File: config.mk
export PLATFORM = sky130hd
export DESIGN_NAME = cfg_i2c_wo_slave
export DESIGN_NICKNAME = d
export VERILOG_FILES = /design/src/rtl/i2cwo_pkg.sv /design/src/rtl/i2cwo_sync.sv /design/src/rtl/i2cwo_engine.sv /design/src/rtl/i2cwo_regbank.sv /design/src/rtl/cfg_i2c_wo_slave.sv
export SDC_FILE = /design/constraint.sdc
export NUM_CORES = 1
export LEC_CHECK = 0
export BUFFER_PORTS_ARGS = -buffer_cell sky130_fd_sc_hd__buf_2
export CAP_MARGIN = 0
export CELL_PAD_IN_SITES_DETAIL_PLACEMENT = 1
export CELL_PAD_IN_SITES_GLOBAL_PLACEMENT = 2
export CORE_UTILIZATION = 35
export DETAILED_ROUTE_END_ITERATION = 8
export GPL_ROUTABILITY_DRIVEN = 0
export HOLD_SLACK_MARGIN = 0.15
export PLACE_DENSITY_LB_ADDON = 0.1
export SKIP_LAST_GASP = 1
export SLEW_MARGIN = 25
export SYNTH_ARGS = -nofsm -noshare
export SYNTH_HDL_FRONTEND = slang
export SYNTH_SLANG_ARGS = --single-unit
File: constraint.sdc
create_clock -name clk -period 1.45 [get_ports clk]
set_input_delay 0.2175 -clock clk [delete_from_list [all_inputs] [get_ports clk]]
set_output_delay 0.2175 -clock clk [all_outputs]
set_load 0.05 [all_outputs]
File: src/rtl/i2cwo_pkg.sv
package i2cwo_pkg;

    // Where the receiver is within one byte frame
    typedef enum logic [1:0] {
        PH_IDLE,
        PH_SHIFT,
        PH_WAITFALL,
        PH_ACK
    } phase_e;

    // Role of the byte being received
    typedef enum logic [1:0] {
        BY_ADDR,
        BY_CMD,
        BY_CNT,
        BY_DATA
    } byte_e;

    function automatic byte_e next_kind(input byte_e k);
        case (k)
            BY_ADDR: next_kind = BY_CMD;
            BY_CMD:  next_kind = BY_CNT;
            default: next_kind = BY_DATA;
        endcase
    endfunction

endpackage

File: src/rtl/i2cwo_sync.sv
module i2cwo_sync #(
    parameter int STAGES = 2
) (
    input  logic clk,
    input  logic rst_n,
    input  logic scl_i,
    input  logic sda_i,
    output logic sda_s,
    output logic scl_rise,
    output logic scl_fall,
    output logic start_det,
    output logic stop_det
);

    typedef struct packed {
        logic [STAGES-1:0] scl_pipe;
        logic [STAGES-1:0] sda_pipe;
        logic              scl_prev;
        logic              sda_prev;
    } sync_t;

    sync_t st_d, st_q;
    logic  scl_s;

    assign scl_s = st_q.scl_pipe[STAGES-1];
    assign sda_s = st_q.sda_pipe[STAGES-1];

    always_comb begin
        st_d          = st_q;
        st_d.scl_pipe = {st_q.scl_pipe[STAGES-2:0], scl_i};
        st_d.sda_pipe = {st_q.sda_pipe[STAGES-2:0], sda_i};
        st_d.scl_prev = scl_s;
        st_d.sda_prev = sda_s;
    end

    always_ff @(posedge clk or negedge rst_n) begin
        if (!rst_n) begin
            st_q <= '1;
        end else begin
            st_q <= st_d;
        end
    end

    assign scl_rise  = scl_s & ~st_q.scl_prev;
    assign scl_fall  = ~scl_s & st_q.scl_prev;
    assign start_det = scl_s & st_q.scl_prev & st_q.sda_prev & ~sda_s;
    assign stop_det  = scl_s & st_q.scl_prev & ~st_q.sda_prev & sda_s;

endmodule

File: src/rtl/i2cwo_engine.sv
module i2cwo_engine
    import i2cwo_pkg::*;
#(
    parameter logic [6:0] DEV_ADDR = 7'h69,
    parameter int         NUM_REGS = 4,
    localparam int        IDX_W    = $clog2(NUM_REGS + 1)
) (
    input  logic             clk,
    input  logic             rst_n,
    input  logic             enable,
    input  logic             sda_s,
    input  logic             scl_rise,
    input  logic             scl_fall,
    input  logic             start_det,
    input  logic             stop_det,
    output logic             sda_oe,
    output logic             wr_en,
    output logic [IDX_W-1:0] wr_idx,
    output logic [7:0]       wr_data
);

    localparam logic [7:0]       MATCH_BYTE = {DEV_ADDR, 1'b0};
    localparam logic [IDX_W-1:0] IDX_LIMIT  = IDX_W'(NUM_REGS);

    typedef struct packed {
        phase_e           phase;
        byte_e            kind;
        logic [2:0]       bitcnt;
        logic [7:0]       shreg;
        logic [IDX_W-1:0] idx;
        logic [IDX_W-1:0] widx;
        logic             oe;
        logic             wr;
    } eng_t;

    eng_t st_d, st_q;

    always_comb begin
        st_d    = st_q;
        st_d.wr = 1'b0;
        if (!enable) begin
            st_d.phase = PH_IDLE;
            st_d.oe    = 1'b0;
        end else if (start_det) begin
            st_d.phase  = PH_SHIFT;
            st_d.kind   = BY_ADDR;
            st_d.bitcnt = '0;
            st_d.idx    = '0;
            st_d.oe     = 1'b0;
        end else if (stop_det) begin
            st_d.phase = PH_IDLE;
            st_d.oe    = 1'b0;
        end else begin
            case (st_q.phase)
                PH_SHIFT: begin
                    if (scl_rise) begin
                        st_d.shreg  = {st_q.shreg[6:0], sda_s};
                        st_d.bitcnt = st_q.bitcnt + 3'd1;
                        if (st_q.bitcnt == 3'd7) begin
                            st_d.phase = PH_WAITFALL;
                        end
                    end
                end
                PH_WAITFALL: begin
                    if (scl_fall) begin
                        if (st_q.kind == BY_ADDR && st_q.shreg != MATCH_BYTE) begin
                            st_d.phase = PH_IDLE;
                        end else begin
                            st_d.phase = PH_ACK;
                            st_d.oe    = 1'b1;
                            if (st_q.kind == BY_DATA && st_q.idx < IDX_LIMIT) begin
                                st_d.wr   = 1'b1;
                                st_d.widx = st_q.idx;
                                st_d.idx  = st_q.idx + 1'b1;
                            end
                        end
                    end
                end
                PH_ACK: begin
                    if (scl_fall) begin
                        st_d.oe     = 1'b0;
                        st_d.phase  = PH_SHIFT;
                        st_d.bitcnt = '0;
                        st_d.kind   = next_kind(st_q.kind);
                    end
                end
                default: begin
                    st_d.oe = 1'b0;
                end
            endcase
        end
    end

    always_ff @(posedge clk or negedge rst_n) begin
        if (!rst_n) begin
            st_q <= '{phase: PH_IDLE, kind: BY_ADDR, bitcnt: '0, shreg: '0,
                      idx: '0, widx: '0, oe: 1'b0, wr: 1'b0};
        end else begin
            st_q <= st_d;
        end
    end

    assign sda_oe  = st_q.oe;
    assign wr_en   = st_q.wr;
    assign wr_idx  = st_q.widx;
    assign wr_data = st_q.shreg;

endmodule

File: src/rtl/i2cwo_regbank.sv
module i2cwo_regbank #(
    parameter int  NUM_REGS = 4,
    localparam int IDX_W    = $clog2(NUM_REGS + 1)
) (
    input  logic                  clk,
    input  logic                  rst_n,
    input  logic                  enable,
    input  logic                  wr_en,
    input  logic [IDX_W-1:0]      wr_idx,
    input  logic [7:0]            wr_data,
    output logic [NUM_REGS*8-1:0] ctrl_o
);

    logic [7:0] regs_d [NUM_REGS];
    logic [7:0] regs_q [NUM_REGS];

    for (genvar g = 0; g < NUM_REGS; g++) begin : g_reg
        always_comb begin
            regs_d[g] = regs_q[g];
            if (enable && wr_en && wr_idx == IDX_W'(g)) begin
                regs_d[g] = wr_data;
            end
        end

        always_ff @(posedge clk or negedge rst_n) begin
            if (!rst_n) begin
                regs_q[g] <= 8'hFF;
            end else begin
                regs_q[g] <= regs_d[g];
            end
        end

        assign ctrl_o[g*8 +: 8] = regs_q[g];
    end

endmodule

File: src/rtl/cfg_i2c_wo_slave.sv
module cfg_i2c_wo_slave #(
    parameter logic [6:0] DEV_ADDR    = 7'h69,
    parameter int         NUM_REGS    = 4,
    parameter int         SYNC_STAGES = 2
) (
    input  logic                  clk,
    input  logic                  rst_n,
    input  logic                  pwr_dn_n,
    input  logic                  scl_i,
    input  logic                  sda_i,
    output logic                  sda_oe,
    output logic [NUM_REGS*8-1:0] ctrl_o
);

    localparam int IDX_W = $clog2(NUM_REGS + 1);

    logic             sda_s;
    logic             scl_rise;
    logic             scl_fall;
    logic             start_det;
    logic             stop_det;
    logic             wr_en;
    logic [IDX_W-1:0] wr_idx;
    logic [7:0]       wr_data;

    i2cwo_sync #(.STAGES(SYNC_STAGES)) u_sync (
        .clk       (clk),
        .rst_n     (rst_n),
        .scl_i     (scl_i),
        .sda_i     (sda_i),
        .sda_s     (sda_s),
        .scl_rise  (scl_rise),
        .scl_fall  (scl_fall),
        .start_det (start_det),
        .stop_det  (stop_det)
    );

    i2cwo_engine #(.DEV_ADDR(DEV_ADDR), .NUM_REGS(NUM_REGS)) u_engine (
        .clk       (clk),
        .rst_n     (rst_n),
        .enable    (pwr_dn_n),
        .sda_s     (sda_s),
        .scl_rise  (scl_rise),
        .scl_fall  (scl_fall),
        .start_det (start_det),
        .stop_det  (stop_det),
        .sda_oe    (sda_oe),
        .wr_en     (wr_en),
        .wr_idx    (wr_idx),
        .wr_data   (wr_data)
    );

    i2cwo_regbank #(.NUM_REGS(NUM_REGS)) u_regs (
        .clk     (clk),
        .rst_n   (rst_n),
        .enable  (pwr_dn_n),
        .wr_en   (wr_en),
        .wr_idx  (wr_idx),
        .wr_data (wr_data),
        .ctrl_o  (ctrl_o)
    );

endmodule

==> flow_summary.yaml <==
status:
  status: "complete, but fails checks"
  violations: "negative setup slack"
synth:
  synth_cells: 168
  ys_seq_elements: 61
  yosysTopAreaCellShare_pct: 39.80
  yosys-top-cells-count: "mux2_2, dfstp_2, dfrtp_1, nand2_1"
  ys_warn_count: 0
  synth_area_mm2: 0.002509
  yosysMostFrequentCell: "mux2_2"
  synth_top_flop_cell: "dfstp_2"
  synth_area_leaders: "dfstp_2, dfrtp_1, mux2_2, ha_1, a22o_1"
  synth_cell_type_count: 40
  syn_nets: 176
  synthArstFlopShare_pct: 100.0
  synth.avg_cell_area_um2: 14.93
  synth_top_area_cell: "dfstp_2"
  ys_seq_area_share_pct: 62.74
  synth_edf_count: 0
sta:
  rsz0062_at_grt: "yes"
  timing.hold.ws_ns: 0.3528
  slew-limit-headroom_pct: 79.06
  maxSlewViolCount: 0
  tightest_slew_ns: 0.3141
  period_share_pct: 108.9
  clock_skew_ns: 0.005487
  maxClockFrequency_mhz: 633.3
  setup_viol_count_final: 19
  worst_slack_ns: -0.1290
  hold_violations: 0
  min_period_ns: 1.579
detailed_routing:
  viasPerCell: 4.786
  wl_per_cell_um: 16.21
  num_vias: 1675
  postRouteAntennaNets: 0
  drt-pass1-iter-count: 4
  drc: 0
  wl_um: 5673
  drtIter0Drc: 44
pwr:
  finalPower_w: 0.003885
  peakVddDrop_v: 0.0005870
  power_leakage_nw: 1.671
  power_density_mw_per_mm2: 1122
grt:
  overflow: 0
  grt_usage_pct: 16.47
  grt_pass1_wl_um: 9335
  grt_max_degree: 62
  grt_pass1_vias: 1857
  antenna_found_initial: 0
critical_path:
  start_kind: "flop"
  end_kind: "flop"
  reg2reg_depth: 6
  cp.required_ns: 1.65
  crit_type: "reg2reg"
  crit_fanout: 5
  arrival_ns: 1.78
place:
  placed_cell_area_mm2: 0.003075
  portBuffers: 37
  placedCellCount: 320
  place_hpwl_um: 3828
  dp_slack_ns: -0.1457
die:
  fp.coreArea_mm2: 0.006869
  row_count: 30
  num_io_pins: 38
  initial_utilization_pct: 36.52
  die_w_um: 86.66
  die_h_um: 86.66
  die_area_mm2: 0.007510
finish:
  fill_cells: 718
  final_cells: 350
  diodes: 0
  drive_gt1_share_pct: 74.41
  final_cell_area_mm2: 0.003463
  nets: 257
  syn_to_final_growth_pct: 38.05
clock_tree:
  htree_levels: 3
  cts_tree: "yes"
  clockBufferDepth: 2
  path_clk_slew_ns: 0.07
  numClockSinks: 61
  clock_latency_ns: 0.32
  cts_buffers: 9
  root_buffer: "clkbuf_8"
min_path:
  hold_depth: 3
  hp-class: "in2reg"
flow_run:
  drv_cap: 0
-- registers in the layout, summed over array words and instances (netlist names) --
name              count
u_engine.sda_oe       1
u_sync.st_d           2
u_engine.wr_data      8
u_sync.scl_s          1
u_regs.ctrl_o        32
u_engine.st_q        10
u_sync.sda_s          1
u_engine.wr_en        1
u_sync.st_q           2
u_engine.wr_idx       3
-- critical path: stages (launching register included) --
cell	delay, ns
dfstp_2	0.57
buf_4	0.13
nor3b_4	0.05
buf_4	0.13
and3_4	0.17
buf_4	0.14
mux2_2	0.26
-- path summary, 6_finish.rpt --
path / startpoint / to / slack (ns)
max in group asynchronous: rst_n / u_regs.ctrl_o[6] / 0.71
hold reg to reg: u_sync.st_d[3] / u_sync.sda_s / 0.36
setup reg to reg: u_sync.st_q[1] / u_engine.st_q[16] / -0.13
hold / removal: pwr_dn_n / u_engine.st_q[20] / 0.35
setup / recovery: u_sync.st_q[1] / u_engine.st_q[16] / -0.13
min in group asynchronous: rst_n / u_engine.sda_oe / 0.44
-- power breakdown --
part / internal [W] / switching [W]
combinational: 0.000263 / 0.000241
clock: 0.000836 / 0.000650
sequential: 0.00181 / 0.0000817
total: 0.00291 / 0.000973
-- routing by layer --
layer / track usage (%) / share of wire, %
met1: 20.91 / 45
met2: 28.57 / 51
met3: 3.333 / 2.7
met4: 4.545 / 0.49
met5: 0 / 0
-- cells in the final DEF, fill, tap and decap left out, drive strengths merged, types with 2 or more instances in the layout --
| master | count |
|---|---|
| dfrtp | 23 |
| clkbuf | 10 |
| inv | 5 |
| a31oi | 3 |
| nor2 | 4 |
| nand3b | 2 |
| dlygate4sd3 | 3 |
| nor3b | 2 |
| a21oi | 2 |
| nand2 | 9 |
| dfstp | 38 |
| and2 | 2 |
| buf | 69 |
| and3 | 2 |
| a22o | 4 |
| mux2 | 44 |
| o21ai | 5 |
| ha | 3 |
| clkinv | 2 |
| nand2b | 2 |
-- logic make-up after synthesis --
family	Yosys count	synth area share, %
flip-flops	61	62.74
multiplexers	45	20.15
AND/OR/NAND/NOR	31	8.380
AO/OA/AOI/OAI	21	5.786
buffers and inverters	6	1.097
adder cells (fa/ha/maj)	3	1.496
XOR/XNOR	1	0.3492
-- what timing repair did --
item                       CTS  global route
setup endpoints to repair   33            21
hold endpoints to repair    25             0
resized for setup           14             9
hold buffers                 3             0
buffers inserted             7             3
gates cloned                 1             0
pin swaps                    9             4
-- stage by stage --
step / util (%) / setup TNS (ns)
2_1_floorplan: - / -0.4843
3_3_place_gp: 44.77 / -1.082
3_5_place_dp: 44.77 / -1.927
4_1_cts: 49.67 / -1.333
5_1_grt: 50.42 / -2.771
6_report: 50.42 / -1.519
-- cell type report --
class	instances	area, µm²	area share [%]
Clock buffer	10	137.6	3.974
Clock inverter	6	60.06	1.734
Inverter	3	11.26	0.3251
Multi-Input combinational cell	102	1047	30.24
Sequential cell	61	1574	45.45
Tap cell	96	120.1	3.468
Timing Repair Buffer	72	513.0	14.81
No activity file was read; power rests on OpenSTA's default activity.
